--- config.mk ---
export PLATFORM = sky130hd
export DESIGN_NAME = supply_fault_seq
export DESIGN_NICKNAME = d
export VERILOG_FILES = /design/src/rtl/sfs_pkg.sv /design/src/rtl/sfs_sync.sv /design/src/rtl/sfs_debounce.sv /design/src/rtl/sfs_fault_filter.sv /design/src/rtl/supply_fault_seq.sv
export SDC_FILE = /design/constraint.sdc
export NUM_CORES = 1
export LEC_CHECK = 0
export BUFFER_PORTS_ARGS = -buffer_cell sky130_fd_sc_hd__buf_2
export CAP_MARGIN = 20
export CORE_MARGIN = 4
export CORE_UTILIZATION = 45
export CTS_BUF_LIST = sky130_fd_sc_hd__clkbuf_4 sky130_fd_sc_hd__clkbuf_8
export CTS_CLUSTER_DIAMETER = 60
export DETAILED_ROUTE_END_ITERATION = 7
export PLACE_DENSITY = 0.58
export SYNTH_ARGS = -nofsm -noshare
export SYNTH_HDL_FRONTEND = slang
export SYNTH_SLANG_ARGS = --single-unit
--- constraint.sdc ---
create_clock -name clk -period 5.3 [get_ports clk]
set_clock_uncertainty 0.05 [all_clocks]
set_input_delay 1.06 -clock clk [delete_from_list [all_inputs] [get_ports clk]]
set_output_delay 1.06 -clock clk [all_outputs]
set_load 0.02 [all_outputs]
--- src/rtl/sfs_pkg.sv ---
`timescale 1ns/1ps
package sfs_pkg;

  typedef enum logic [1:0] {
    SEQ_OFF   = 2'd0,
    SEQ_BLANK = 2'd1,
    SEQ_RUN   = 2'd2,
    SEQ_STOP  = 2'd3
  } seq_state_e;

  function automatic int max_of(input int a, input int b);
    return (a > b) ? a : b;
  endfunction

endpackage

--- src/rtl/sfs_sync.sv ---
`timescale 1ns/1ps
// Two-stage synchroniser for a vector of asynchronous level inputs.
module sfs_sync #(
  parameter int           W       = 1,
  parameter logic [W-1:0] RST_VAL = '0
) (
  input  logic         clk,
  input  logic         rst,
  input  logic [W-1:0] d,
  output logic [W-1:0] q
);

  logic [W-1:0] meta_q;

  always_ff @(posedge clk) begin
    if (rst) begin
      meta_q <= RST_VAL;
      q      <= RST_VAL;
    end else begin
      meta_q <= d;
      q      <= meta_q;
    end
  end

endmodule

--- src/rtl/sfs_debounce.sv ---
`timescale 1ns/1ps
// Level debouncer: the output follows the input only after the input
// has differed from it for CYC consecutive cycles.
module sfs_debounce #(
  parameter int   CYC  = 38000,
  parameter logic INIT = 1'b1
) (
  input  logic clk,
  input  logic rst,
  input  logic din,
  output logic dout
);

  localparam int            CW   = $clog2(CYC + 1);
  localparam logic [CW-1:0] LAST = CW'(CYC - 1);

  logic [CW-1:0] cnt_q;

  always_ff @(posedge clk) begin
    if (rst) begin
      cnt_q <= '0;
      dout  <= INIT;
    end else if (din == dout) begin
      cnt_q <= '0;
    end else if (cnt_q == LAST) begin
      dout  <= din;
      cnt_q <= '0;
    end else begin
      cnt_q <= cnt_q + 1'b1;
    end
  end


  db_hold_chk: assert property (@(posedge clk) disable iff (rst)
    (dout != $past(dout)) |-> ($past(cnt_q) == LAST));

endmodule

--- src/rtl/sfs_fault_filter.sv ---
`timescale 1ns/1ps
// Per-rail fault combine with undervoltage masking and a persistence
// filter: hit rises after the combined condition holds for CYC cycles.
module sfs_fault_filter #(
  parameter int NR  = 3,
  parameter int CYC = 73
) (
  input  logic          clk,
  input  logic          rst,
  input  logic          arm,
  input  logic          uv_en,
  input  logic [NR-1:0] ov,
  input  logic [NR-1:0] uv,
  output logic          hit
);

  localparam int            CW   = $clog2(CYC + 1);
  localparam logic [CW-1:0] LAST = CW'(CYC - 1);

  logic [NR-1:0] rail_bad;
  logic          cond;
  logic [CW-1:0] cnt_q;

  for (genvar i = 0; i < NR; i++) begin : g_rail
    assign rail_bad[i] = ov[i] | (uv_en & uv[i]);
  end

  assign cond = arm & (|rail_bad);

  always_ff @(posedge clk) begin
    if (rst) begin
      cnt_q <= '0;
      hit   <= 1'b0;
    end else if (!cond) begin
      cnt_q <= '0;
      hit   <= 1'b0;
    end else if (cnt_q == LAST) begin
      hit   <= 1'b1;
    end else begin
      cnt_q <= cnt_q + 1'b1;
      hit   <= 1'b0;
    end
  end


  filt_cause_chk: assert property (@(posedge clk) disable iff (rst)
    hit |-> $past(cond));


  filt_restart_chk: assert property (@(posedge clk) disable iff (rst)
    !cond |=> (!hit && cnt_q == '0));

endmodule

--- src/rtl/supply_fault_seq.sv ---
`timescale 1ns/1ps
// Secondary-side supply fault protection sequencer.
module supply_fault_seq #(
  parameter int NRAILS     = 3,
  parameter int DEB_CYC    = 38000,
  parameter int BLANK_CYC  = 75000,
  parameter int FILT_CYC   = 73,
  parameter int OFFDLY_CYC = 2300
) (
  input  logic              clk,
  input  logic              rst,
  input  logic              onoff_req_n,
  input  logic [NRAILS-1:0] ov_flag,
  input  logic [NRAILS-1:0] uv_flag,
  output logic              rails_off,
  output logic              fault_active
);

  import sfs_pkg::*;

  localparam int            TW        = $clog2(max_of(BLANK_CYC, OFFDLY_CYC) + 1);
  localparam logic [TW-1:0] BLANK_END = TW'(BLANK_CYC - 1);
  localparam logic [TW-1:0] STOP_END  = TW'(OFFDLY_CYC - 1);

  logic                req_s;
  logic                req_db;
  logic                req_db_d;
  logic [2*NRAILS-1:0] flags_s;
  logic [NRAILS-1:0]   ov_s;
  logic [NRAILS-1:0]   uv_s;
  logic                arm;
  logic                uv_en;
  logic                hit;

  seq_state_e    state_q, state_d;
  logic [TW-1:0] tmr_q, tmr_d;
  logic          latch_q, latch_d;
  logic          req_rise;

  sfs_sync #(.W(1), .RST_VAL(1'b1)) u_req_sync (
    .clk(clk), .rst(rst), .d(onoff_req_n), .q(req_s)
  );

  sfs_sync #(.W(2*NRAILS), .RST_VAL('0)) u_flag_sync (
    .clk(clk), .rst(rst), .d({ov_flag, uv_flag}), .q(flags_s)
  );

  assign ov_s = flags_s[2*NRAILS-1:NRAILS];
  assign uv_s = flags_s[NRAILS-1:0];

  sfs_debounce #(.CYC(DEB_CYC), .INIT(1'b1)) u_req_db (
    .clk(clk), .rst(rst), .din(req_s), .dout(req_db)
  );

  assign arm   = ((state_q == SEQ_BLANK) || (state_q == SEQ_RUN)) && !req_db;
  assign uv_en = (state_q == SEQ_RUN);

  sfs_fault_filter #(.NR(NRAILS), .CYC(FILT_CYC)) u_filter (
    .clk(clk), .rst(rst), .arm(arm), .uv_en(uv_en),
    .ov(ov_s), .uv(uv_s), .hit(hit)
  );

  assign req_rise = req_db & ~req_db_d;

  always_comb begin
    state_d = state_q;
    tmr_d   = tmr_q;
    latch_d = latch_q;
    if (req_rise) latch_d = 1'b0;
    case (state_q)
      SEQ_OFF: begin
        if (!req_db && !latch_q) begin
          state_d = SEQ_BLANK;
          tmr_d   = '0;
        end
      end
      SEQ_BLANK: begin
        if (req_db) begin
          state_d = SEQ_STOP;
          tmr_d   = '0;
        end else if (hit) begin
          state_d = SEQ_OFF;
          latch_d = 1'b1;
        end else if (tmr_q == BLANK_END) begin
          state_d = SEQ_RUN;
        end else begin
          tmr_d = tmr_q + 1'b1;
        end
      end
      SEQ_RUN: begin
        if (req_db) begin
          state_d = SEQ_STOP;
          tmr_d   = '0;
        end else if (hit) begin
          state_d = SEQ_OFF;
          latch_d = 1'b1;
        end
      end
      SEQ_STOP: begin
        if (tmr_q == STOP_END) state_d = SEQ_OFF;
        else                   tmr_d   = tmr_q + 1'b1;
      end
      default: state_d = SEQ_OFF;
    endcase
  end

  always_ff @(posedge clk) begin
    if (rst) begin
      state_q   <= SEQ_OFF;
      tmr_q     <= '0;
      latch_q   <= 1'b0;
      req_db_d  <= 1'b1;
      rails_off <= 1'b1;
    end else begin
      state_q   <= state_d;
      tmr_q     <= tmr_d;
      latch_q   <= latch_d;
      req_db_d  <= req_db;
      rails_off <= (state_d == SEQ_OFF);
    end
  end

  assign fault_active = latch_q;


  latch_keep_chk: assert property (@(posedge clk) disable iff (rst)
    (latch_q && !req_rise) |=> latch_q);


  fault_gate_chk: assert property (@(posedge clk) disable iff (rst)
    $rose(latch_q) |-> !$past(req_db));


  blank_exit_chk: assert property (@(posedge clk) disable iff (rst)
    (state_q == SEQ_RUN && $past(state_q) != SEQ_RUN) |-> ($past(state_q) == SEQ_BLANK));


  run_clean_chk: assert property (@(posedge clk) disable iff (rst)
    !rails_off |-> !fault_active);

endmodule

[Word-level counts from Yosys, hierarchy flattened]
Index checks and enable logic that the tools add are counted.
Storage, ports and cells
  input bits: 9
  word-level logic and storage cells: 73
  register bits: 61
  output and inout bits: 2
Cells by class
  eq/ne operators: 13
  reductions and logical operators: 13
  mux-type cells: 20
  add/sub/neg operators: 3
  bitwise logic cells: 11
Operators with widths (count)
  $mux W17: 6
  $pmux W17 S4: 1
  $add A17 B1 Y17 const B: 1
  $eq A17 B12 Y1 const B: 1
  $eq A17 B17 Y1 const B: 1
  $add A16 B1 Y16 const B: 1
  $eq A16 B16 Y1 const B: 1
  $mux W2: 7
  $pmux W2 S4: 1
  $add A7 B1 Y7 const B: 1
  $eq A7 B7 Y1 const B: 1
  $ne A2 B2 Y1 const B: 3
  $reduce_or A3 Y1: 2
  $and A1 B1 Y1: 5
  $mux W1: 5
  $reduce_and A5 Y1: 1
  $eq A2 B2 Y1 const B: 2
  $logic_not A2 Y1: 2
  $reduce_or A2 Y1: 2
  $ne A3 B2 Y1 const B: 1
  $ne A3 B3 Y1 const B: 1
  $not A1 Y1: 3
  $or A1 B1 Y1: 3
  $eq A2 B1 Y1 const B: 1
  5 further kinds: 7

[Logic depth before layout (Yosys ltp)]
  word-level depth: 7
  depth in mapped cells: 9
  depth with buffers taken out: 7

[Modules after synthesis]
From an unflattened synthesis, not the netlist that was laid out.
Unflattened totals
  cells, all modules: 318
  area total of the unflattened synthesis: 2972.9 µm²
By module, submodules not included
  supply_fault_seq: times used 1, cells each 160, seq. area each 440.4 µm², area each 1331.3 µm²
  sfs_debounce: times used 1, cells each 83, seq. area each 340.3 µm², area each 813.3 µm²
  sfs_fault_filter: times used 1, cells each 46, seq. area each 160.2 µm², area each 409.1 µm²
  sfs_sync (u_flag_sync): times used 1, cells each 25, seq. area each 240.2 µm², area each 366.6 µm²
  sfs_sync (u_req_sync): times used 1, cells each 4, seq. area each 40.0 µm², area each 52.6 µm²

[Worst setup path before layout]
OpenSTA, ideal clock, no wires.
  path kind: register to register
  start point: register state_q[0]
  end point: register tmr_q[16]
  path buffers: 2
  data required time: 5180 ps
  data arrival time: 2079 ps
  library setup time: 70 ps
  cell stages (with the launch flop): 10
  slack: 3101 ps
  period minus slack after synthesis: 2199 ps
  path through: dfxtp_1 > inv_1 > ha_1 > buf_4 > o21ai_1 > nand4_1 > or2_0 > clkbuf_1 > or4_1 > a21oi_2
On the way
  word-level cells in the longest chain between the ends: 3
Ends and longest elaborated chain
  from (decl): line supply_fault_seq.sv:35  | seq_state_e state_q, state_d;
  from (signal assigned): line supply_fault_seq.sv:115  | state_q <= state_d;
  $eq A2 B1 Y1 (tied with other cells): line supply_fault_seq.sv:70  | case (state_q)
  $ne A3 B3 Y1 (no source line) (tied with other cells)
  $reduce_and A5 Y1 (no source line)
  to (signal assigned): line supply_fault_seq.sv:116  | tmr_q <= tmr_d;
  to (decl): line supply_fault_seq.sv:36  | logic [TW-1:0] tmr_q, tmr_d;
Parallel ways exist; a longest one is shown, timed or not.
A chain may end at the register's enable or synchronous reset.

[Worst setup path in the final report]
  start point: register tmr_q[0]
  end point: register tmr_q[11]
On the way
  word-level cells in the longest chain between the ends: 5
Ends and longest elaborated chain
  $add A17 B1 Y17: line supply_fault_seq.sv:87, supply_fault_seq.sv:101
  $mux W17: line supply_fault_seq.sv:84  | end else if (tmr_q == BLANK_END) begin
  $mux W17: line supply_fault_seq.sv:81  | end else if (hit) begin
  $mux W17: line supply_fault_seq.sv:78  | if (req_db) begin
  $pmux W17 S4: line supply_fault_seq.sv:70
Parallel ways exist; a longest one is shown, timed or not. The select of a mux whose other input is x is not followed.

==> impl_metrics.ini <==
[outcome]
outcome = finished clean

[grt]
grt_start_max_net_pins = 26
track_usage = 0.1567
grt_first_pass_wirelength_microns = 9446
grt_pass1_vias = 2093
antenna_found_initial = 0
grt.overflow.total = 0

[place]
placedCellCount = 390
io_buffers = 10
dp_hpwl_microns = 3775
routabilityCongestion = 0.7806

[sta]
post-route-period-util = 0.4614
rsz0062_at_grt = no
slew_headroom = 0.4790
max_freq_mhz = 409.0
setup_viol = 0
setup_tns_ns = 0
period_minus_slack_ns = 2.445
hold_viol_final = 0
tightest_slew_ns = 0.7744
slew_viol_final = 0

[critical_path]
crit_required_ns = 5.46
critPathMaxFanout = 12
startpoint_type = flop
critPathKind = flop to flop
critPathArrivalTime_ns = 2.60
critPathMaxStageDelay_ns = 0.51
critPathTopFamily = simple AND/OR/NAND/NOR gates
critPathBufInv = 0
crit_path_cell_trace = ha_1, or4b_4, nor4_4, and2_1, or4_1, a21oi_2
critPathSlowestCell = or4b_4
end_kind = flop

[pwr]
seq_power_share = 0.485
combPwrFrac = 0.017
clkPwrFrac = 0.499
p_switching_uw = 206.8
ir_drop_mv = 0.2184
cellPowerDensity_nw_per_um2 = 297.7
intPower_uw = 751.2
p_leak_uw = 0.001133
power.share.switching = 0.2159

[synth]
syn_inst = 317
synth_xor_area_frac = 0.06247
ys.flop_type = dfxtp_1
yosysWarnings = 0
synth_top_family_by_area = simple AND/OR/NAND/NOR gates
ys_seq_elements = 61
syn_area_per_cell_sq_um = 9.287
synth_area_sq_um = 2944
synth_edf_count = 0
synthMuxAreaShare = 0.01020
yosysSeqAreaShare = 0.4148
synth_compound_area_frac = 0.1356
ys_types = 58
synthAdderAreaFrac = 0.03400
syn-num-nets = 334
synth-simple-area-share = 0.2949
async_flop_share = 0

[floorplan]
die-area_sq_um = 7901
die_y_microns = 88.89
start_util = 0.4636
die_w_microns = 88.89
row_count = 29
io_pins = 11
core_sq_um = 6350

[clock_tree]
cts_resized = 0
cts_sinks = 61
post_cts_buffers = 0
cts.htree.levels = 3
worstSkewPairLatency_ns = 0.35
cts_tree = yes
ctsHoldBuffers = 0
cts_made_buffers = 9
clk_path_buf_depth = 2
clk_pin_slew_ns = 0.07
root_buffer = clkbuf_8

[final_layout]
nets = 341
areaGrowthSynthToFinish_pct = 9.307
n_fill_cell = 604
fin_cells = 406
drive_above_1_share = 0.1550
antenna-diode-count = 0

[drt]
avgRoutedWirePerCell_microns = 13.54
post_drt_via_cell_ratio = 5.502
drc = 0
drtIter0Drc = 74
first_pass_iters = 5
postRouteAntennaNets = 0
wirelength_microns = 5497
vias = 2234

[worst_hold_path]
worstHoldPathType = flop to flop

[job]
maxCapViolCount = 0
-- synthesized netlist by cell type, drive strengths merged (4+ instances only) --
| library cell | instances | share of area |
|---|---|---|
| a21oi | 16 | 0.039 |
| and2 | 4 | 0.0085 |
| and3 | 9 | 0.020 |
| buf | 7 | 0.026 |
| clkbuf | 7 | 0.0089 |
| dfxtp | 61 | 0.41 |
| ha | 8 | 0.034 |
| inv | 10 | 0.013 |
| nand2 | 17 | 0.022 |
| nand2b | 5 | 0.011 |
| nand3 | 16 | 0.027 |
| nand4 | 7 | 0.015 |
| nand4b | 4 | 0.012 |
| nor2 | 37 | 0.047 |
| nor2b | 14 | 0.030 |
| nor3 | 4 | 0.0068 |
| o21ai | 7 | 0.016 |
| o31ai | 10 | 0.027 |
| or2 | 5 | 0.011 |
| or4 | 10 | 0.025 |
| xnor2 | 10 | 0.030 |
| xor2 | 11 | 0.033 |
-- path summary, 6_finish.rpt --
check,slack (ns),end,cells after the start,from
min,0.36,u_req_sync.q,1,u_req_sync.meta_q
max,2.85,tmr_q[11],6,tmr_q[0]
min reg2reg,0.36,u_req_sync.q,1,u_req_sync.meta_q
max reg2reg,2.85,tmr_q[11],6,tmr_q[0]
-- final cells by class --
type                            instances  area (sq um)  area share
Clock buffer                           10         137.6     0.04277
Clock inverter                          6         93.84     0.02916
Inverter                               10         37.54     0.01166
Multi-Input combinational cell        232          1582      0.4914
Sequential cell                        61          1221      0.3795
Tap cell                               77         96.34     0.02994
Timing Repair Buffer                   10         50.05     0.01555
-- flip-flops by register name, indices dropped and copies added, names as in the netlist --
signal              cells
tmr_q                  17
state_q                 2
u_flag_sync.q           6
u_req_sync.q            1
u_flag_sync.meta_q      6
rails_off               1
fault_active            1
u_req_db.cnt_q         16
u_filter.hit            1
u_filter.cnt_q          7
u_req_sync.meta_q       1
req_db_d                1
u_req_db.dout           1
-- stage by stage --
step | power (uW) | area (sq um) | utilization | hold slack [ns] | worst slack [ns]
6_report | 958.0 | 3218 | 0.5068 | 0.3563 | 2.855
3_5_place_dp | 491.8 | 2987 | 0.4703 | 0.3447 | 2.820
4_1_cts | 968.9 | 3218 | 0.5068 | 0.3475 | 2.853
5_1_grt | 995.0 | 3218 | 0.5068 | 0.3938 | 2.646
3_3_place_gp | 491.5 | 2987 | 0.4703 | 0.3457 | 2.837
2_1_floorplan | 486.5 | 2944 | - | 0.3395 | 3.101
-- power by group through the flow --
stage / Sequential (uW) / Combinational, uW / Clock (uW)
after floorplan: 475 / 11.7 / 0
after global placement: 475 / 16.4 / 0
after detailed placement: 475 / 16.7 / 0
after CTS: 464 / 16.6 / 488
after global routing: 465 / 18.4 / 512
final: 464 / 16.0 / 478
-- layout by cell type (no fill, tap or decap), types with 5 or more instances in the layout --
master,synthesis,layout
a21oi_1,7,7
a21oi_2,9,9
and3_1,8,8
buf_2,1,10
clkbuf_8,0,10
dfxtp_1,61,61
ha_1,8,8
inv_1,10,10
nand2_1,17,17
nand2b_1,5,5
nand3_1,16,16
nand4_1,7,7
nor2_1,37,37
nor2b_1,14,14
o31ai_1,9,9
or4_1,10,10
xnor2_1,10,10
xor2_1,11,11
-- cells by family after synthesis --
logic type / Yosys count
simple gates: 149
mux: 3
compound gates: 51
flops: 61
buf+inv: 24
fa+ha+maj: 8
xor+xnor: 21
-- layer usage --
layer	GRT usage	routed length, microns	up-vias
met4	0.06181	105	0
met5	0	0	-
met1	0.1854	2698	1039
met3	0.07076	235	9
li1	-	-	1145
met2	0.2476	2458	41
(Power assumes the default switching activity.)
